$ cat src/rtl/ffe_pkg.sv
package ffe_pkg;
  typedef enum logic [1:0] {
    FS_WAIT = 2'd0,
    FS_REQ  = 2'd1,
    FS_BEAT = 2'd2
  } fetch_st_e;

  localparam logic [1:0] SEL_BASE   = 2'd0;
  localparam logic [1:0] SEL_WIDTH  = 2'd1;
  localparam logic [1:0] SEL_HEIGHT = 2'd2;
  localparam logic [1:0] SEL_CTRL   = 2'd3;
endpackage

$ cat src/rtl/ffe_regs.sv
module ffe_regs #(
  parameter int AW    = 32,
  parameter int DIM_W = 12
) (
  input  logic             clk,
  input  logic             rst_n,
  input  logic             we,
  input  logic [1:0]       sel,
  input  logic [31:0]      wdata,
  output logic [AW-1:0]    base_o,
  output logic [DIM_W-1:0] width_o,
  output logic [DIM_W-1:0] height_o,
  output logic             en_o,
  output logic             ctrl_wr_o
);
  import ffe_pkg::*;

  logic [AW-1:0]    base_q;
  logic [DIM_W-1:0] width_q, height_q;
  logic             en_q;
  logic             base_ce, width_ce, height_ce, ctrl_ce;
  logic             unused_hi;

  assign unused_hi = ^wdata;
  assign base_ce   = we && (sel == SEL_BASE);
  assign width_ce  = we && (sel == SEL_WIDTH);
  assign height_ce = we && (sel == SEL_HEIGHT);
  assign ctrl_ce   = we && (sel == SEL_CTRL);

  always_ff @(posedge clk or negedge rst_n) begin
    if (!rst_n) begin
      base_q   <= '0;
      width_q  <= '0;
      height_q <= '0;
      en_q     <= 1'b0;
    end else begin
      if (base_ce)   base_q   <= wdata[AW-1:0];
      if (width_ce)  width_q  <= wdata[DIM_W-1:0];
      if (height_ce) height_q <= wdata[DIM_W-1:0];
      if (ctrl_ce)   en_q     <= wdata[0];
    end
  end

  assign base_o    = base_q;
  assign width_o   = width_q;
  assign height_o  = height_q;
  assign en_o      = en_q;
  assign ctrl_wr_o = ctrl_ce;
endmodule

$ cat src/rtl/ffe_size.sv
module ffe_size #(
  parameter int DIM_W   = 12,
  parameter int BPW_LOG = 2,
  parameter int CNT_W   = 2*DIM_W + 2
) (
  input  logic [DIM_W-1:0] width_i,
  input  logic [DIM_W-1:0] height_i,
  output logic [CNT_W-1:0] words_o
);
  localparam int BPW = 1 << BPW_LOG;

  logic [CNT_W-1:0] bytes;

  assign bytes   = CNT_W'(width_i) * CNT_W'(height_i) * CNT_W'(3);
  assign words_o = (bytes + CNT_W'(BPW - 1)) >> BPW_LOG;
endmodule

$ cat src/rtl/ffe_seq.sv
module ffe_seq #(
  parameter int AW         = 32,
  parameter int BPW_LOG    = 2,
  parameter int BURST      = 8,
  parameter int FIFO_WORDS = 64,
  parameter int CNT_W      = 26,
  parameter int LVL_W      = 7,
  parameter int LEN_W      = 4
) (
  input  logic             clk,
  input  logic             rst_n,
  input  logic             en,
  input  logic             sof,
  input  logic [AW-1:0]    base,
  input  logic [CNT_W-1:0] total_words,
  input  logic [LVL_W-1:0] fifo_level,
  input  logic             rd_ack,
  input  logic             rd_valid,
  output logic             rd_req,
  output logic [AW-1:0]    rd_addr,
  output logic [LEN_W-1:0] rd_len,
  output logic             beat_ok
);
  import ffe_pkg::*;

  fetch_st_e        state_q, state_d;
  logic [AW-1:0]    addr_q, addr_d;
  logic [CNT_W-1:0] left_q, left_d;
  logic [LEN_W-1:0] len_q, len_d, beat_q, beat_d, next_len;
  logic             pend_q, pend_d;
  logic             room;

  assign room = ({1'b0, fifo_level} + (LVL_W+1)'(BURST)) <= (LVL_W+1)'(FIFO_WORDS);
  assign next_len = (left_q >= CNT_W'(BURST)) ? LEN_W'(BURST) : left_q[LEN_W-1:0];

  always_comb begin
    state_d = state_q;
    addr_d  = addr_q;
    left_d  = left_q;
    len_d   = len_q;
    beat_d  = beat_q;
    pend_d  = en && (pend_q || sof);
    case (state_q)
      FS_WAIT: begin
        if (!en) begin
          left_d = '0;
        end else if (pend_q) begin
          addr_d = base;
          left_d = total_words;
          pend_d = sof;
        end else if ((left_q != '0) && room) begin
          len_d   = next_len;
          beat_d  = '0;
          state_d = FS_REQ;
        end
      end
      FS_REQ: begin
        if (rd_ack) state_d = FS_BEAT;
      end
      FS_BEAT: begin
        if (rd_valid) begin
          beat_d = beat_q + LEN_W'(1);
          if (beat_q == len_q - LEN_W'(1)) begin
            state_d = FS_WAIT;
            addr_d  = addr_q + (AW'(len_q) << BPW_LOG);
            left_d  = left_q - CNT_W'(len_q);
          end
        end
      end
      default: state_d = FS_WAIT;
    endcase
  end

  always_ff @(posedge clk or negedge rst_n) begin
    if (!rst_n) begin
      state_q <= FS_WAIT;
      addr_q  <= '0;
      left_q  <= '0;
      len_q   <= '0;
      beat_q  <= '0;
      pend_q  <= 1'b0;
    end else begin
      state_q <= state_d;
      addr_q  <= addr_d;
      left_q  <= left_d;
      len_q   <= len_d;
      beat_q  <= beat_d;
      pend_q  <= pend_d;
    end
  end

  assign rd_req  = (state_q == FS_REQ);
  assign rd_addr = addr_q;
  assign rd_len  = len_q;
  assign beat_ok = (state_q == FS_BEAT);
endmodule

$ cat src/rtl/ffe_underrun.sv
module ffe_underrun (
  input  logic clk,
  input  logic rst_n,
  input  logic en,
  input  logic active_video,
  input  logic fifo_empty,
  input  logic clear,
  output logic flag
);
  logic flag_q, flag_d;

  always_comb begin
    if (clear)                                flag_d = 1'b0;
    else if (en && active_video && fifo_empty) flag_d = 1'b1;
    else                                      flag_d = flag_q;
  end

  always_ff @(posedge clk or negedge rst_n) begin
    if (!rst_n) flag_q <= 1'b0;
    else        flag_q <= flag_d;
  end

  assign flag = flag_q;
endmodule

$ cat src/rtl/frame_fetch.sv
module frame_fetch #(
  parameter int AW         = 32,
  parameter int DW         = 32,
  parameter int FIFO_BYTES = 256,
  parameter int BURST      = 8,
  parameter int DIM_W      = 12,
  localparam int BPW        = DW / 8,
  localparam int BPW_LOG    = $clog2(BPW),
  localparam int FIFO_WORDS = FIFO_BYTES / BPW,
  localparam int LVL_W      = $clog2(FIFO_WORDS + 1),
  localparam int LEN_W      = $clog2(BURST + 1),
  localparam int CNT_W      = 2*DIM_W + 2
) (
  input  logic             clk,
  input  logic             rst_n,
  input  logic             cfg_we,
  input  logic [1:0]       cfg_sel,
  input  logic [31:0]      cfg_wdata,
  input  logic             sof,
  input  logic             active_video,
  input  logic [LVL_W-1:0] fifo_level,
  input  logic             fifo_empty,
  output logic             fifo_wr,
  output logic [DW-1:0]    fifo_wdata,
  output logic             rd_req,
  output logic [AW-1:0]    rd_addr,
  output logic [LEN_W-1:0] rd_len,
  input  logic             rd_ack,
  input  logic             rd_valid,
  input  logic [DW-1:0]    rd_data,
  output logic             underrun
);
  logic [AW-1:0]    base;
  logic [DIM_W-1:0] width, height;
  logic             en, ctrl_wr, beat_ok;
  logic [CNT_W-1:0] total_words;

  ffe_regs #(.AW(AW), .DIM_W(DIM_W)) u_regs (
    .clk(clk), .rst_n(rst_n), .we(cfg_we), .sel(cfg_sel), .wdata(cfg_wdata),
    .base_o(base), .width_o(width), .height_o(height), .en_o(en), .ctrl_wr_o(ctrl_wr)
  );

  ffe_size #(.DIM_W(DIM_W), .BPW_LOG(BPW_LOG), .CNT_W(CNT_W)) u_size (
    .width_i(width), .height_i(height), .words_o(total_words)
  );

  ffe_seq #(
    .AW(AW), .BPW_LOG(BPW_LOG), .BURST(BURST), .FIFO_WORDS(FIFO_WORDS),
    .CNT_W(CNT_W), .LVL_W(LVL_W), .LEN_W(LEN_W)
  ) u_seq (
    .clk(clk), .rst_n(rst_n), .en(en), .sof(sof), .base(base),
    .total_words(total_words), .fifo_level(fifo_level), .rd_ack(rd_ack),
    .rd_valid(rd_valid), .rd_req(rd_req), .rd_addr(rd_addr), .rd_len(rd_len),
    .beat_ok(beat_ok)
  );

  ffe_underrun u_urun (
    .clk(clk), .rst_n(rst_n), .en(en), .active_video(active_video),
    .fifo_empty(fifo_empty), .clear(ctrl_wr), .flag(underrun)
  );

  assign fifo_wr    = beat_ok && rd_valid;
  assign fifo_wdata = rd_data;
endmodule

$ cat config.mk
export PLATFORM = sky130hd
export DESIGN_NAME = frame_fetch
export DESIGN_NICKNAME = d
export VERILOG_FILES = /design/src/rtl/ffe_pkg.sv /design/src/rtl/ffe_regs.sv /design/src/rtl/ffe_size.sv /design/src/rtl/ffe_seq.sv /design/src/rtl/ffe_underrun.sv /design/src/rtl/frame_fetch.sv
export SDC_FILE = /design/constraint.sdc
export NUM_CORES = 1
export LEC_CHECK = 0
export BUFFER_PORTS_ARGS = -buffer_cell sky130_fd_sc_hd__buf_2
export CAP_MARGIN = 30
export CORE_MARGIN = 1
export CORE_UTILIZATION = 45
export CTS_BUF_LIST = sky130_fd_sc_hd__clkbuf_4
export DETAILED_ROUTE_END_ITERATION = 16
export HOLD_SLACK_MARGIN = 0.12
export SYNTH_ARGS = -nofsm -noshare
export SYNTH_HDL_FRONTEND = slang
export SYNTH_SLANG_ARGS = --single-unit
$ cat constraint.sdc
create_clock -name clk -period 8.91 [get_ports clk]
set_clock_uncertainty 0.05 [all_clocks]
set_input_delay 0.891 -clock clk [delete_from_list [all_inputs] [get_ports clk]]
set_output_delay 0.891 -clock clk [all_outputs]
set_load 0.02 [all_outputs]
==> qor.txt, run 1 <==
Wire per inst = 17.0 um
Asr flop ratio synth = 100%
Gr usage total = 22.4%
Slew headroom = 46.5%
Initial antenna violation count = 0
CTS Buffer Depth = 2
Global route overflow = 0
WHS = 0.237 ns
Unrepaired setup endpoints after global routing = no
First-pass GRT wire length = 52.5 mm
Synth top area share = 24.3%
Fin nets = 1770
Actual slew at the worst max-slew pin = 0.803 ns
Synth top area cells = dfrtp_1 (24%), fa_1 (16%), ha_1 (11%)
Most frequent CP cell = fa_1
Adder-cell share of the synthesized area = 26.8%
Simple-Gate Fraction of Synth Area = 16.2%
Die Wd = 172 um
Vias in the first global route = 10.2k
Mux cell area share after synthesis = 5.78%
Clk root buf = clkbuf_4
Cell Rows = 61
Reg2reg path depth = 26
Starting Density = 46.4%
Worst setup SP type = flop
Input/output buffers = 87
Routability cong. = 0.846
Top cells by count, synth = nand2_1 (168), inv_1 (157), dfrtp_1 (127), ha_1 (116), fa_1 (102)
Slowest stage cell, crit path = a2111oi_1
1st-iter DRT viols = 594
Synth Warn # = 0
Worst Path Buf+Inv = 4
Outcome = finished, final reports clean
Drt via density = 5.55
Num CTS Buffers = 17
Critical path depth = 26
Max cap viols = 0
Final setup fails = 0
Area Growth Syn to Fin = 6.04%
Critical path data required time = 9.33 ns
Crit. End Element = flop
Netlist cell types = 80
Mean Syn Cell Area = 8.94 um^2
Hold crit path type = in -> async
XOR/XNOR share of the synthesized area = 3.53%
Share of cells above drive strength 1 = 13.9%
H-tree lvl count = 4
Worst Path Arrival = 8.22 ns
Largest net degree at the start of global routing = 66
CP top delay family = adder cells
Drt drc = 0
Dpl cells = 1830
Post-CTS Setup Bufs = 0
Post-synth EDFFs = 0
Ys flop type = dfrtp_1
Critical path class = reg -> reg
Synth Cell Area = 13100 um^2
Non-filler cells, final = 1862
Fmax = 0.128 GHz
Area leader, netlist = dfrtp_1
DR pass1 iterations = 5
Pins Over Slew Limit = 0
Post-Place Worst Slack = 1.16 ns
Compound-cell area share of the yosys netlist = 14.7%
Fin Setup TNS = 0 ns
Fillers = 2710
CTS clk-pin slew, worst paths = 0.14 ns
Vias = 10.3k
Core Area = 28200 um^2
Clk sinks = 127
Sequential share of the synthesized area = 24.3%
Die footprint = 29700 um^2
Largest family of logic cells by synthesized area = adder cells
Post-DP HPWL = 24.4 mm
Die Height = 172 um
Critical Path Fanout Max = 13
Final worst setup slack = 1.11 ns
Clk_lat worst skew = 0.58 ns
Final Cycle Share = 87.6%
Synth Net Count = 1759
DRT Wirelength = 31.6 mm
Minimum clock period after layout = 7.80 ns
I/O Pins = 152
Post-route antenna net violation count = 0
Antenna Cells = 0
Count leader, synth = nand2_1
Post-Synthesis Cells = 1460
CTS tree = done
Final hold vios = 0
Crit path largest cell delay = 0.70 ns
Post-cts sizing count = 0
Hold-fix buffers, CTS = 0
Number of synthesized register bits = 127
-- cells in the final DEF (no fill, tap or decap), types with 17 or more instances in the layout --
cell / n
a21oi_1: 94
clkbuf_4: 17
nand3_1: 25
and2_1: 71
nand2_1: 168
nand4_1: 18
inv_1: 157
o21ai_0: 64
nor3_1: 21
ha_1: 116
fa_1: 102
dfrtp_1: 127
xnor2_1: 33
nor2_1: 62
buf_2: 86
mux2_2: 59
xor2_1: 17
-- worst register-to-register path, stage by stage (launching register included) --
cell,delay (ns)
dfrtp_1,0.63
nand2_1,0.15
fa_1,0.58
fa_1,0.46
fa_1,0.50
inv_1,0.05
fa_1,0.53
inv_1,0.06
fa_1,0.52
inv_1,0.04
ha_1,0.22
or3_1,0.39
a21oi_1,0.19
o31a_1,0.24
o21ba_2,0.19
o21ai_0,0.10
xnor2_1,0.31
inv_1,0.08
ha_1,0.30
ha_1,0.39
nand4_1,0.15
or3_1,0.14
a2bb2oi_1,0.15
o21ai_1,0.08
a2111oi_1,0.70
a311oi_1,0.18
or3_1,0.32
-- state kept, by name, indices dropped and copies added (netlist names) --
signal	flops
u_seq.rd_addr	32
u_regs.width_o	12
u_regs.en_o	1
u_seq.pend_q	1
u_seq.rd_len	4
u_seq.state_q	2
u_regs.base_o	32
u_regs.height_o	12
u_seq.left_q	26
u_urun.flag	1
u_seq.beat_q	4
-- per-layer routing --
layer  up-vias  global-route usage [%]  share of wire [%]
li1       4984                       -                  -
met2       235                    34.6                 45
met1      5078                    32.7                 50
met5         -                       0                  0
met3        36                    3.62                3.6
met4         0                    5.35                1.3
-- stage by stage --
stage | util [%] | area, um^2
after floorplan | - | 13100
after global placement | 48.0 | 13500
after detailed placement | 48.0 | 13500
after CTS | 49.2 | 13800
after global routing | 49.2 | 13800
final | 49.2 | 13800
-- area by class of cell --
cell class	instances	area, um^2	share of cell area, %
Clock inverter	15	198	1.43
Sequential cell	127	3180	23.0
Timing Repair Buffer	97	517	3.73
Clock buffer	17	128	0.922
Multi-Input combinational cell	1070	8760	63.3
Tap cell	378	473	3.42
Inverter	158	593	4.28
-- logic make-up after synthesis --
logic type,Yosys count
buf+inv,263
simple gates,432
fa+ha+maj,218
xor+xnor,51
flops,127
mux,68
compound gates,301
-- final timing paths --
path	slack, ns	to	start
max	1.11	u_seq.left_q[23]	u_regs.height_o[5]
min	0.24	u_seq.left_q[22]	rst_n
max reg2reg	1.11	u_seq.left_q[23]	u_regs.height_o[5]
min reg2reg	0.45	u_seq.rd_addr[0]	u_seq.rd_addr[0]
max in group asynchronous	7.29	u_seq.rd_addr[5]	rst_n
min in group clk	0.45	u_seq.rd_addr[0]	u_seq.rd_addr[0]
Power of run 1 is left out: the tool's default activity adds up to more than one toggle a clock period on the data nets, which glitch-free logic cannot reach.
==> run 2, diff against run 1 <==
--- a/config.mk
+++ b/config.mk
@@ -8,4 +8,5 @@
 export BUFFER_PORTS_ARGS = -buffer_cell sky130_fd_sc_hd__buf_2
 export CAP_MARGIN = 30
+export CORE_ASPECT_RATIO = 0.5
 export CORE_MARGIN = 1
 export CORE_UTILIZATION = 45
==> constraint.sdc (replaced) <==
create_clock -name clk -period 8.91 [get_ports clk]
set_clock_uncertainty 0.05 [all_clocks]
set_input_delay 1.782 -clock clk [delete_from_list [all_inputs] [get_ports clk]]
set_output_delay 1.782 -clock clk [all_outputs]
set_load 0.02 [all_outputs]
==> run 2 against run 1 <==
Register-to-register slack about the same. Maximum frequency increased by 0.18%. Sequential share of layout area increased by 0.069 points. Hold slack improved by 0.19 ns. Setup slack improved by 0.014 ns. Critical path depth unchanged. Utilization about the same. Routed wire length increased by 3.3%. Critical endpoint unchanged. Largest cell class unchanged.
==> qor.txt, run 2 (synthesis results as in run 1) <==
Hold-fix buffers, CTS = 0 (unchanged)
Clk_lat worst skew = 0.60 ns (was 0.58 ns)
Final worst setup slack = 1.12 ns (was 1.11 ns)
Worst Path Buf+Inv = 4 (unchanged)
Fillers = 2714 (was 2710)
Pins Over Slew Limit = 0 (unchanged)
CTS clk-pin slew, worst paths = 0.13 ns (was 0.14 ns)
Core Area = 28100 um^2 (was 28200 um^2)
Most common cell after layout, fill and taps aside = nand2_1 (unchanged)
Critical path data required time = 9.35 ns (was 9.33 ns)
CTS Buffer Depth = 2 (unchanged)
CTS tree = done (unchanged)
Post-route antenna net violation count = 0 (unchanged)
Post-CTS Setup Bufs = 0 (unchanged)
Die Wd = 243 um (was 172 um)
Die Height = 122 um (was 172 um)
Hold crit path type = reg -> reg (was in -> async)
Most frequent cells in the layout = nand2_1 (168), inv_1 (157), dfrtp_1 (127), ha_1 (116), fa_1 (102) (unchanged)
Slew headroom = 41.8% (was 46.5%)
Worst setup SP type = flop (unchanged)
1st-iter DRT viols = 768 (was 594)
Slowest stage cell, crit path = a2111oi_1 (unchanged)
Unrepaired setup endpoints after global routing = no (unchanged)
Fmax = 0.128 GHz (about the same)
Fin Setup TNS = 0 ns (unchanged)
Vias = 10.4k (was 10.3k)
I/O Pins = 152 (unchanged)
Final Cycle Share = 87.4% (was 87.6%)
Global route overflow = 0 (unchanged)
Final setup fails = 0 (unchanged)
Post-layout util = 49.2% (about the same)
Wire per inst = 17.5 um (was 17.0 um)
Post-DP HPWL = 25.2 mm (was 24.4 mm)
DR pass1 iterations = 7 (was 5)
Share of cells above drive strength 1 = 13.7% (was 13.9%)
Routability cong. = 0.894 (was 0.846)
Post-cts sizing count = 0 (unchanged)
Max cap viols = 0 (unchanged)
Fin nets = 1769 (was 1770)
Minimum clock period after layout = 7.79 ns (was 7.80 ns)
Crit. End Element = flop (unchanged)
Drt via density = 5.58 (was 5.55)
First-pass GRT wire length = 53.5 mm (was 52.5 mm)
CP top delay family = adder cells (unchanged)
Most frequent CP cell = fa_1 (unchanged)
Initial antenna violation count = 3 (was 0)
Worst Path Arrival = 8.23 ns (was 8.22 ns)
Die footprint = 29700 um^2 (about the same)
Final hold vios = 0 (unchanged)
Cell Rows = 43 (was 61)
Num CTS Buffers = 17 (unchanged)
Vias in the first global route = 10.3k (was 10.2k)
Crit path largest cell delay = 0.72 ns (was 0.70 ns)
Critical path class = reg -> reg (unchanged)
Post-Place Worst Slack = 1.18 ns (was 1.16 ns)
Clk sinks = 127 (unchanged)
Drt drc = 0 (unchanged)
Actual slew at the worst max-slew pin = 0.870 ns (was 0.803 ns)
Input/output buffers = 87 (unchanged)
Largest net degree at the start of global routing = 67 (was 66)
Outcome = finished, final reports clean (unchanged)
Clk root buf = clkbuf_4 (unchanged)
Critical Path Fanout Max = 13 (unchanged)
DRT Wirelength = 32.7 mm (was 31.6 mm)
Starting Density = 46.5% (was 46.4%)
Gr usage total = 22.6% (was 22.4%)
Area Growth Syn to Fin = 5.72% (was 6.04%)
H-tree lvl count = 4 (unchanged)
-- run 2: tightest hold or removal path, delay by kind of cell (launching register included) --
kind,cells,cell delay [ns]
flops,1,0.36
simple gates,2,0.11
-- run 2: cell type report --
cell class | instances | area [um^2] | area share [%]
tap | 382 | 478 | 3.46
antenna | 1 | 2.50 | 0.0181
multi-input combinational | 1070 | 8760 | 63.5
clock inverter | 15 | 160 | 1.16
timing repair buffer | 96 | 505 | 3.66
sequential | 127 | 3180 | 23.0
inverter | 158 | 593 | 4.30
clock buffer | 17 | 128 | 0.924
-- run 2: path summary, 6_finish.rpt --
| check | start | endpoint | slack (ns) | cells after the start |
|---|---|---|---|---|
| min in group asynchronous | rst_n | u_seq.state_q[1] | 1.21 | 1 |
| worst min-delay path | u_regs.base_o[1] | u_seq.rd_addr[1] | 0.43 | 2 |
| worst min register to register | u_regs.base_o[1] | u_seq.rd_addr[1] | 0.43 | 2 |
| max in group asynchronous | rst_n | u_regs.height_o[10] | 6.16 | 2 |
| worst max register to register | u_regs.width_o[5] | u_seq.left_q[23] | 1.12 | 26 |
| worst max-delay path | u_regs.width_o[5] | u_seq.left_q[23] | 1.12 | 26 |
-- run 2: stage by stage --
step                instances  hold WS [ns]  instance area (um^2)
finish                   1866         0.425                 13800
global route             1866         0.487                 13800
CTS                      1865         0.433                 13800
detailed placement       1833         0.415                 13500
global placement         1833         0.397                 13500
floorplan                1460         0.385                 13100
-- run 2: routing by layer --
metal / part of all wire, % / global-route usage (%) / vias to the layer above
li1: - / - / 4974
met1: 48 / 30.8 / 5156
met2: 45 / 35.9 / 234
met3: 5.6 / 5.25 / 46
met4: 1.8 / 7.23 / 0
met5: 0 / 0 / -
Power of run 2 is left out for the same reason.
==> run 3, diff against run 2 <==
--- a/config.mk
+++ b/config.mk
@@ -10,5 +10,5 @@
 export CORE_ASPECT_RATIO = 0.5
 export CORE_MARGIN = 1
-export CORE_UTILIZATION = 45
+export CORE_UTILIZATION = 35
 export CTS_BUF_LIST = sky130_fd_sc_hd__clkbuf_4
 export DETAILED_ROUTE_END_ITERATION = 16
--- a/constraint.sdc
+++ b/constraint.sdc
@@ -3,3 +3,3 @@
 set_input_delay 1.782 -clock clk [delete_from_list [all_inputs] [get_ports clk]]
 set_output_delay 1.782 -clock clk [all_outputs]
-set_load 0.02 [all_outputs]
+set_load 0.01 [all_outputs]
==> run 3 against run 2 <==
The run now ends with design-rule violations left. Global-route usage decreased by 5.6 points. Hold slack got worse by 0.0012 ns. Maximum frequency decreased by 0.63%. Count of clock-buffer cells in the layout unchanged. Final cell count increased by 5.5%. First-iteration DRC count decreased by 26%. Die area increased by 28%. Non-clock buffer count unchanged. Via count decreased by 2.2%. Setup slack got worse by 0.049 ns. Routed wire length decreased by 3.1%. Largest cell class unchanged. Highest routed layer unchanged.
==> qor.txt, run 3 (synthesis results as in run 1) <==
Outcome = finished with violations (was finished, final reports clean)
Failing checks = design-rule violations
Hold crit path type = reg -> reg (unchanged)
CTS clk-pin slew, worst paths = 0.12 ns (was 0.13 ns)
Final setup fails = 0 (unchanged)
Die footprint = 38100 um^2 (was 29700 um^2)
Post-cts sizing count = 0 (unchanged)
Clk sinks = 127 (unchanged)
Fin Setup TNS = 0 ns (unchanged)
Minimum clock period after layout = 7.84 ns (was 7.79 ns)
Share of cells above drive strength 1 = 13.7% (unchanged)
Critical path class = reg -> reg (unchanged)
Num CTS Buffers = 17 (unchanged)
Clk root buf = clkbuf_4 (unchanged)
Cell Rows = 49 (was 43)
DRT Wirelength = 31.6 mm (was 32.7 mm)
Input/output buffers = 87 (unchanged)
Wire per inst = 16.1 um (was 17.5 um)
Max cap viols = 0 (unchanged)
CP top delay family = adder cells (unchanged)
DR pass1 iterations = 11 (was 7)
Final Cycle Share = 88.0% (was 87.4%)
Routability cong. = 0.850 (was 0.894)
Pins Over Slew Limit = 0 (unchanged)
Slew headroom = 44.2% (was 41.8%)
Area Growth Syn to Fin = 6.74% (was 5.72%)
Clk_lat worst skew = 0.58 ns (was 0.60 ns)
Global route overflow = 0 (unchanged)
Core Area = 36300 um^2 (was 28100 um^2)
I/O Pins = 152 (unchanged)
Vias = 10.2k (was 10.4k)
Slowest stage cell, crit path = a2111oi_1 (unchanged)
Hold-fix buffers, CTS = 0 (unchanged)
H-tree lvl count = 4 (unchanged)
Initial antenna violation count = 1 (was 3)
Unrepaired setup endpoints after global routing = no (unchanged)
Critical path data required time = 9.33 ns (was 9.35 ns)
Worst Path Buf+Inv = 4 (unchanged)
Drt drc = 7 (was 0)
Drt via density = 5.17 (was 5.58)
Crit path largest cell delay = 0.74 ns (was 0.72 ns)
Most common cell after layout, fill and taps aside = nand2_1 (unchanged)
Starting Density = 36.0% (was 46.5%)
1st-iter DRT viols = 570 (was 768)
Actual slew at the worst max-slew pin = 0.835 ns (was 0.870 ns)
Most frequent cells in the layout = nand2_1 (168), inv_1 (157), dfrtp_1 (127), ha_1 (116), fa_1 (102) (unchanged)
Most frequent CP cell = fa_1 (unchanged)
Post-DP HPWL = 24.8 mm (was 25.2 mm)
Critical Path Fanout Max = 13 (unchanged)
Die Height = 139 um (was 122 um)
Worst Path Arrival = 8.25 ns (was 8.23 ns)
Fin nets = 1769 (unchanged)
CTS tree = done (unchanged)
Gr usage total = 17.1% (was 22.6%)
CTS Buffer Depth = 2 (unchanged)
Fillers = 3709 (was 2714)
Crit. End Element = flop (unchanged)
Vias in the first global route = 9789 (was 10.3k)
Worst setup SP type = flop (unchanged)
Post-route antenna net violation count = 0 (unchanged)
Die Wd = 275 um (was 243 um)
Largest net degree at the start of global routing = 79 (was 67)
Final hold vios = 0 (unchanged)
First-pass GRT wire length = 52.3 mm (was 53.5 mm)
Post-CTS Setup Bufs = 0 (unchanged)
Fmax = 0.128 GHz (about the same)
[run 3: changes by cell type in the layout (fill, tap and decap cells not counted), sizes merged]
cell	delta
clkinv	-1
inv	-2
clkinvlp	+3
[run 3: metal layers]
layer,global-route usage [%],routed length [um],share of wire [%],up-vias
li1,-,-,-,4976
met1,25.7,16000,50,4949
met2,25.8,14000,44,222
met3,2.67,1370,4.3,29
met4,3.37,307,0.97,0
met5,0,0,0,-
[run 3: area by class of cell]
class,count,area (um^2),share of cell area (%)
Clock buffer,17,128,0.916
Antenna cell,1,2.50,0.0180
Inverter,158,593,4.26
Multi-Input combinational cell,1070,8760,62.9
Tap cell,484,606,4.35
Sequential cell,127,3180,22.8
Timing Repair Buffer,96,509,3.65
Clock inverter,15,161,1.16
[run 3: path summary, 6_finish.rpt]
kind | slack (ns) | startpoint | end | cells past startpoint
max | 1.07 | u_regs.height_o[5] | u_seq.left_q[23] | 26
max reg2reg | 1.07 | u_regs.height_o[5] | u_seq.left_q[23] | 26
min reg2reg | 0.42 | u_regs.base_o[0] | u_seq.rd_addr[0] | 2
min in group asynchronous | 1.14 | rst_n | u_regs.height_o[11] | 1
min | 0.42 | u_regs.base_o[0] | u_seq.rd_addr[0] | 2
max in group asynchronous | 6.45 | rst_n | u_seq.left_q[1] | 2
[run 3: worst register-to-register path, cell delays in order, from the launching register on]
cell and delay [ns]:
dfrtp_1 0.61, nand2_1 0.14, fa_1 0.58, fa_1 0.45
fa_1 0.50, inv_1 0.05, fa_1 0.52, inv_1 0.05
fa_1 0.52, inv_1 0.04, ha_1 0.22, or3_1 0.39
a21oi_1 0.21, o31a_1 0.24, o21ba_2 0.19, o21ai_0 0.10
xnor2_1 0.30, inv_1 0.09, ha_1 0.31, ha_1 0.40
nand4_1 0.15, or3_1 0.14, a2bb2oi_1 0.15, o21ai_1 0.08
a2111oi_1 0.74, a311oi_1 0.19, or3_1 0.33
[run 3: metrics by stage]
stage	instance area [um^2]	utilization [%]	setup WS, ns	cells	hold slack [ns]
after floorplan	13100	-	1.55	1460	0.385
after global placement	13600	37.6	1.33	1935	0.407
after detailed placement	13600	37.6	1.10	1935	0.399
after CTS	13900	38.4	1.06	1967	0.427
after global routing	13900	38.4	0.496	1968	0.435
final	13900	38.4	1.07	1968	0.424
Power of run 3 is left out for the same reason.
